**src/rtl/dma_seq_pkg.sv**
```systemverilog
package dma_seq_pkg;

  typedef struct packed {
    logic oneshot;
    logic contin;
    logic int_at_end;
    logic int_en;
    logic ovr_int_en;
  } chan_mode_t;

  function automatic int cnt_w(input int n);
    return (n > 1) ? $clog2(n) : 1;
  endfunction

endpackage

```
**src/rtl/dma_trig_latch.sv**
```systemverilog
module dma_trig_latch (
  input  logic clk,
  input  logic rst_n,
  input  logic sreset,
  input  logic trig_en,
  input  logic periph_trig,
  input  logic force_trig,
  input  logic clr_flag,
  input  logic clr_err,
  input  logic consume,
  output logic flag,
  output logic ovf,
  output logic ovr_evt
);
  logic ev;

  assign ev      = trig_en & (periph_trig | force_trig);
  assign ovr_evt = ev & flag & ~consume;

  always_ff @(posedge clk or negedge rst_n) begin
    if (!rst_n) begin
      flag <= 1'b0;
      ovf  <= 1'b0;
    end else if (sreset) begin
      flag <= 1'b0;
      ovf  <= 1'b0;
    end else begin
      if (ev)                      flag <= 1'b1;
      else if (consume | clr_flag) flag <= 1'b0;
      if (ovr_evt)      ovf <= 1'b1;
      else if (clr_err) ovf <= 1'b0;
    end
  end

  // with triggering disabled the flag cannot rise
  p_flag_blocked_r2: assert property (@(posedge clk) disable iff (!rst_n)
    (!flag && !trig_en) |=> !flag);

  // overflow is sticky until the error clear
  p_ovf_sticky_r4: assert property (@(posedge clk) disable iff (!rst_n)
    (ovf && !clr_err && !sreset) |=> ovf);

endmodule

```
**src/rtl/dma_cnt_unit.sv**
```systemverilog
module dma_cnt_unit #(
  parameter int BW = 5,
  parameter int TW = 16
) (
  input  logic          clk,
  input  logic          rst_n,
  input  logic          sreset,
  input  logic          burst_load,
  input  logic [BW-1:0] burst_len,
  input  logic          xfer_load,
  input  logic [TW-1:0] xfer_len,
  input  logic          word_done,
  output logic          burst_last,
  output logic          xfer_last
);
  logic [BW-1:0] bcnt;
  logic [TW-1:0] tcnt;

  assign burst_last = (bcnt == '0);
  assign xfer_last  = (tcnt == '0);

  always_ff @(posedge clk or negedge rst_n) begin
    if (!rst_n) begin
      bcnt <= '0;
      tcnt <= '0;
    end else if (sreset) begin
      bcnt <= '0;
      tcnt <= '0;
    end else begin
      if (burst_load)                    bcnt <= burst_len;
      else if (word_done && !burst_last) bcnt <= bcnt - 1'b1;
      if (xfer_load)                                   tcnt <= xfer_len;
      else if (word_done && burst_last && !xfer_last)  tcnt <= tcnt - 1'b1;
    end
  end

  // with no load and no completed word the burst count holds (halt keeps state)
  p_bcnt_hold_r11: assert property (@(posedge clk) disable iff (!rst_n)
    (!burst_load && !word_done && !sreset) |=> $stable(bcnt));

endmodule

```
**src/rtl/dma_chan_seq.sv**
```systemverilog
module dma_chan_seq
  import dma_seq_pkg::*;
#(
  parameter int MAX_BURST = 32,
  parameter int MAX_XFER  = 65536,
  localparam int BW = cnt_w(MAX_BURST),
  localparam int TW = cnt_w(MAX_XFER)
) (
  input  logic          clk,
  input  logic          rst_n,
  input  logic          soft_rst,
  input  logic          run,
  input  logic          halt,
  input  logic          force_trig,
  input  logic          clr_trig,
  input  logic          clr_err,
  input  logic          periph_trig,
  input  logic          trig_en,
  input  logic          oneshot,
  input  logic          contin,
  input  logic          int_at_end,
  input  logic          int_en,
  input  logic          ovr_int_en,
  input  logic [BW-1:0] burst_len,
  input  logic [TW-1:0] xfer_len,
  output logic          word_valid,
  input  logic          word_ready,
  output logic          run_sts,
  output logic          burst_sts,
  output logic          xfer_sts,
  output logic          trig_flag,
  output logic          ovf_flag,
  output logic          ch_int
);
  chan_mode_t mode;
  logic running, in_burst, in_xfer, halt_pend, int_q;
  logic word_done, stop_now, chain, burst_go, consume;
  logic burst_last, xfer_last, burst_end, xfer_end, xfer_begin, xfer_load;
  logic ovr_evt;

  assign mode = '{oneshot: oneshot, contin: contin, int_at_end: int_at_end,
                  int_en: int_en, ovr_int_en: ovr_int_en};

  assign word_valid = running & in_burst;
  assign word_done  = word_valid & word_ready;
  // a halt waits while a word is offered but not yet accepted
  assign stop_now   = (halt | halt_pend) & ~(word_valid & ~word_ready);
  assign chain      = mode.oneshot & in_xfer;
  assign burst_go   = running & ~stop_now & ~in_burst & (trig_flag | chain) & ~soft_rst;
  assign consume    = burst_go & ~chain;
  assign burst_end  = word_done & burst_last;
  assign xfer_end   = burst_end & xfer_last;
  assign xfer_begin = burst_go & ~in_xfer;
  assign xfer_load  = (run & ~in_xfer) | xfer_end;

  dma_trig_latch u_trig (
    .clk(clk), .rst_n(rst_n), .sreset(soft_rst),
    .trig_en(trig_en), .periph_trig(periph_trig), .force_trig(force_trig),
    .clr_flag(clr_trig), .clr_err(clr_err), .consume(consume),
    .flag(trig_flag), .ovf(ovf_flag), .ovr_evt(ovr_evt)
  );

  dma_cnt_unit #(.BW(BW), .TW(TW)) u_cnt (
    .clk(clk), .rst_n(rst_n), .sreset(soft_rst),
    .burst_load(burst_go), .burst_len(burst_len),
    .xfer_load(xfer_load), .xfer_len(xfer_len),
    .word_done(word_done), .burst_last(burst_last), .xfer_last(xfer_last)
  );

  always_ff @(posedge clk or negedge rst_n) begin
    if (!rst_n) begin
      running <= 1'b0; in_burst <= 1'b0; in_xfer <= 1'b0;
      halt_pend <= 1'b0; int_q <= 1'b0;
    end else if (soft_rst) begin
      running <= 1'b0; in_burst <= 1'b0; in_xfer <= 1'b0;
      halt_pend <= 1'b0; int_q <= 1'b0;
    end else begin
      if (run)                          running <= 1'b1;
      else if (stop_now)                running <= 1'b0;
      else if (xfer_end && !mode.contin) running <= 1'b0;

      if (run || stop_now) halt_pend <= 1'b0;
      else if (halt)       halt_pend <= 1'b1;

      if (burst_go)       in_burst <= 1'b1;
      else if (burst_end) in_burst <= 1'b0;

      if (xfer_begin)    in_xfer <= 1'b1;
      else if (xfer_end) in_xfer <= 1'b0;

      int_q <= mode.int_en & ((xfer_begin & ~mode.int_at_end) |
                              (xfer_end & mode.int_at_end) |
                              (ovr_evt & mode.ovr_int_en));
    end
  end

  assign run_sts   = running;
  assign burst_sts = in_burst;
  assign xfer_sts  = in_xfer;
  assign ch_int    = int_q;

  // an offered word is held until accepted
  p_valid_hold_r12: assert property (@(posedge clk) disable iff (!rst_n)
    (word_valid && !word_ready && !soft_rst) |=> word_valid);

  // a burst only exists inside a transfer
  p_burst_in_xfer_r8: assert property (@(posedge clk) disable iff (!rst_n)
    burst_sts |-> xfer_sts);

  // finishing a transfer without restart stops the channel
  p_stop_at_end_r7: assert property (@(posedge clk) disable iff (!rst_n)
    ($fell(xfer_sts) && !$past(contin) && !$past(run)) |-> !run_sts);

  // interrupts need the channel enable
  p_int_gated_r9: assert property (@(posedge clk) disable iff (!rst_n)
    (!int_en && !soft_rst) |=> !ch_int);

  // nothing is requested while halted
  p_no_req_halted_r11: assert property (@(posedge clk) disable iff (!rst_n)
    !run_sts |-> !word_valid);

endmodule

```
**config.mk**
```make
export PLATFORM = sky130hd
export DESIGN_NAME = dma_chan_seq
export DESIGN_NICKNAME = d
export VERILOG_FILES = /design/src/rtl/dma_seq_pkg.sv /design/src/rtl/dma_trig_latch.sv /design/src/rtl/dma_cnt_unit.sv /design/src/rtl/dma_chan_seq.sv
export SDC_FILE = /design/constraint.sdc
export NUM_CORES = 1
export LEC_CHECK = 0
export CAP_MARGIN = 25
export CORE_ASPECT_RATIO = 0.5
export CORE_MARGIN = 1
export CORE_UTILIZATION = 36
export CTS_CLUSTER_SIZE = 40
export DETAILED_ROUTE_END_ITERATION = 6
export GPL_TIMING_DRIVEN = 0
export SYNTH_ARGS = -nofsm -noshare
export SYNTH_HDL_FRONTEND = slang
export SYNTH_SLANG_ARGS = --single-unit
```
**constraint.sdc**
```tcl
create_clock -name clk -period 6.1 [get_ports clk]
set_clock_uncertainty 0.05 [all_clocks]
set_input_delay 1.22 -clock clk [delete_from_list [all_inputs] [get_ports clk]]
set_output_delay 1.22 -clock clk [all_outputs]
set_load 0.05 [all_outputs]
```
==> run metrics <==
Seq/Total Area, Yosys=38.73%; Max Root-Sink Buffers=2; Fin Setup TNS=0 ps; Critical Path RT=6210 ps; Final setup viols=0; combinational share of power=29.3%; CP endpoint kind=register; All-Layer GR Usage=19.99%; # port buffers=42; hold_buf cts=0; Post-synth EDFFs=0; Core Box Area=0.004616 mm²; worst-margin pin slew=approximately 890 ps; worst endpoint data arrival time=approximately 3400 ps; row count=17; Synth Area per Inst=9.138 µm²; Reg power frac=41.0%; GPL Wtd Cong=0.8527; Num CTS Buffers=3; WL per Instance=between 15 and 20 µm; Post-Synth Adder-Cell Area=2.766%; critical path class=input port to register; die area=0.005331 mm²; VDD IR max=between 100 and 150 µV; Hold Path Depth=1; Reg2Reg Capture Point=u_cnt.tcnt[14]$_DFFE_PN0P_; clock root cell=clkbuf_8; number of max-cap violations=0; initial cell density of the core=39.20%; Post-synth top cells=28 x dfrtp_1, 14 x nor2_1, 12 x o21ai_0; Ys Warns=0; status=completed; hold path endpoint=u_cnt.tcnt[13]$_DFFE_PN0P_; nets=287; async set or reset register ratio after synthesis=between 90% and 100%; Mapped Cells=198; worst path cell trace=clkdlybuf4s50_1, nand3_1, or4_1, buf_2, o21ai_4, buf_12, mux2i_1, o2bb2ai_1; CTS resizes=0; Tmin final=3321 ps; Pre-antenna DRT Iters=4; number of antenna violations at the first check in global routing=0; Synth cell types=50; r2r worst-path depth=9; Crit path largest cell delay=about 570 ps; Yosys top cell area share=38.73%; most common flop cell mapped by yosys=dfrtp_1; reg2reg start=u_cnt.tcnt[0]$_DFFE_PN0P_; Pint=354.6 µW; Post-CTS Repair Setup Buffers=0; most frequent cell after synthesis=dfrtp_1; clock power share=approximately 30%; total leakage power=0.0009739 µW; Placed Cells=307; Synth area leaders=dfrtp_1 39%, mux2i_1 4.4%, o2bb2ai_1 4.4%, nor4_1 3.8%, o21ai_0 3.3%; Reg clk slew, reported paths=100 ps; Synth Area in Compound Gates=23.51%; first-pass GRT wire length=8.004 mm; P per Cell Area=215.9 mW/mm²; hold crit path type=register to register; Post-DP HPWL=3.614 mm; origin of the worst setup path=word_ready; final WL=roughly 4.8 mm; Hold Startpoint=u_cnt.tcnt[13]$_DFFE_PN0P_; Final ANT Viol Nets=0; register bit count reported by yosys=28; Synth-to-Final Area Change=32.57%; GR Overflow Total=0; switching share of power=31.54%; n_diodes=0; Tot Pwr=517.9 µW; post-route insts no fill=slightly above 300; Net Switching=between 150 and 200 µW; clock sink total=28; CTS H-tree lvls=1; CP max FO=10; routed via count=1703; share of layout cells above drive strength 1=4.898%; XOR/XNOR Fraction of Synth Area=2.420%; Die Wd=102.3 µm; post-synthesis mux area share=around 4.4%; CP Launch Type=input port; later-pin clock latency in the skew report=290 ps; total I/O pin count=44; final period utilization=54.44%; Synth Area in Simple Gates=22.41%; kind of cell adding the most delay to the critical path=buffers and inverters; CP max-delay cell=clkdlybuf4s50_1; internal reg-to-reg setup slack=approximately 3300 ps; crit path buf inv count=3; Detailed Route Iter0 Violations=93; Max-slew headroom=40.30%; DRC=0; Vias/cell=approximately 5.5; cell area after synthesis=approximately 0.0018 mm²; largest net degree at the start of global routing=19; Final Slew Violations=0; Hold Vio Cnt, Final=0; Max Freq=0.3011 GHz; vias in the first global route=1608; Syn Nets=239; largest family of logic cells by synthesized area=compound AO/OA/AOI/OAI gates; CTS tree=built; chip height=52.13 µm; unrepaired setup endpoints after global routing=false; leading area contributor after synthesis=dfrtp_1
## stage by stage
step / instance area, µm² / util, % / setup slack [ps] / hold WS (ps)
after floorplan: 1809 / - / 3313 / 420.3
after global placement: 2312 / 50.09 / 2539 / 451.1
after detailed placement: 2327 / 50.42 / 2475 / 458.4
after CTS: 2399 / 51.97 / 2794 / 482.6
after global routing: 2399 / 51.97 / 2638 / 492.6
final: 2399 / 51.97 / 2779 / 484.5
## kinds of logic after synthesis
family,Yosys count
XOR/XNOR,5
AO/OA/AOI/OAI,59
multiplexers,8
flip-flops,28
adder cells (fa/ha/maj),4
AND/OR/NAND/NOR,73
buffers and inverters,21
## power groups by stage
stage | clock network [µW] | registers, µW | logic, µW
after floorplan | 0 | 218 | 91.5
after global placement | 0 | 216 | 148
after detailed placement | 0 | 216 | 150
after CTS | 156 | 212 | 151
after global routing | 166 | 215 | 168
final | 154 | 212 | 152
## area by class of cell
cell class,instances,area (µm²)
Timing Repair Buffer,43,435.4
Multi-Input combinational cell,149,1005
Clock inverter,1,30.03
Tap cell,66,82.58
Fill cell,441,2217
Inverter,11,41.29
Clock buffer,3,41.29
Buffer,10,62.56
Sequential cell,28,700.7
## cells in the final DEF (no fill, tap or decap), drive strengths merged, types with 3 or more instances in the layout
cell and count:
a211oi 5, o22ai 3, o311ai 4, nor4 11, o2bb2ai 9, clkdlybuf4s50 42, nand2 11, clkbuf 10
inv 11, xnor2 4, buf 4, nor3 6, dfrtp 28, nand2b 4, ha 4, o21ai 15
and2 4, nor2 14, nand3 5, o211ai 3, nor4b 3, mux2i 8, a21oi 6
## worst max path at each step
stage                            endpoint  slack, ps  cells after the start
6_report       u_cnt.tcnt[14]$_DFFE_PN0P_       2780                      8
5_1_grt        u_cnt.tcnt[13]$_DFFE_PN0P_       2640                      8
4_1_cts        u_cnt.tcnt[14]$_DFFE_PN0P_       2790                      8
3_5_place_dp   u_cnt.tcnt[14]$_DFFE_PN0P_       2480                      8
3_3_place_gp   u_cnt.tcnt[14]$_DFFE_PN0P_       2540                      8
2_1_floorplan  u_cnt.tcnt[10]$_DFFE_PN0P_       3310                      7
## per-layer routing
layer  GRT usage [%]  part of all wire [%]  up-vias
li1                -                     -      852
met1           28.51                    51      805
met2           30.87                    43       41
met3           4.032                   4.5        5
met4           5.000                  0.79        0
met5               0                     0        -
## registers in the layout (all words and copies together), names as in the netlist
name / cells
u_cnt.bcnt: 5
xfer_sts: 1
u_trig.flag: 1
ch_int: 1
halt_pend: 1
u_trig.ovf: 1
u_cnt.tcnt: 16
burst_sts: 1
run_sts: 1
(Power assumes the default switching activity.)
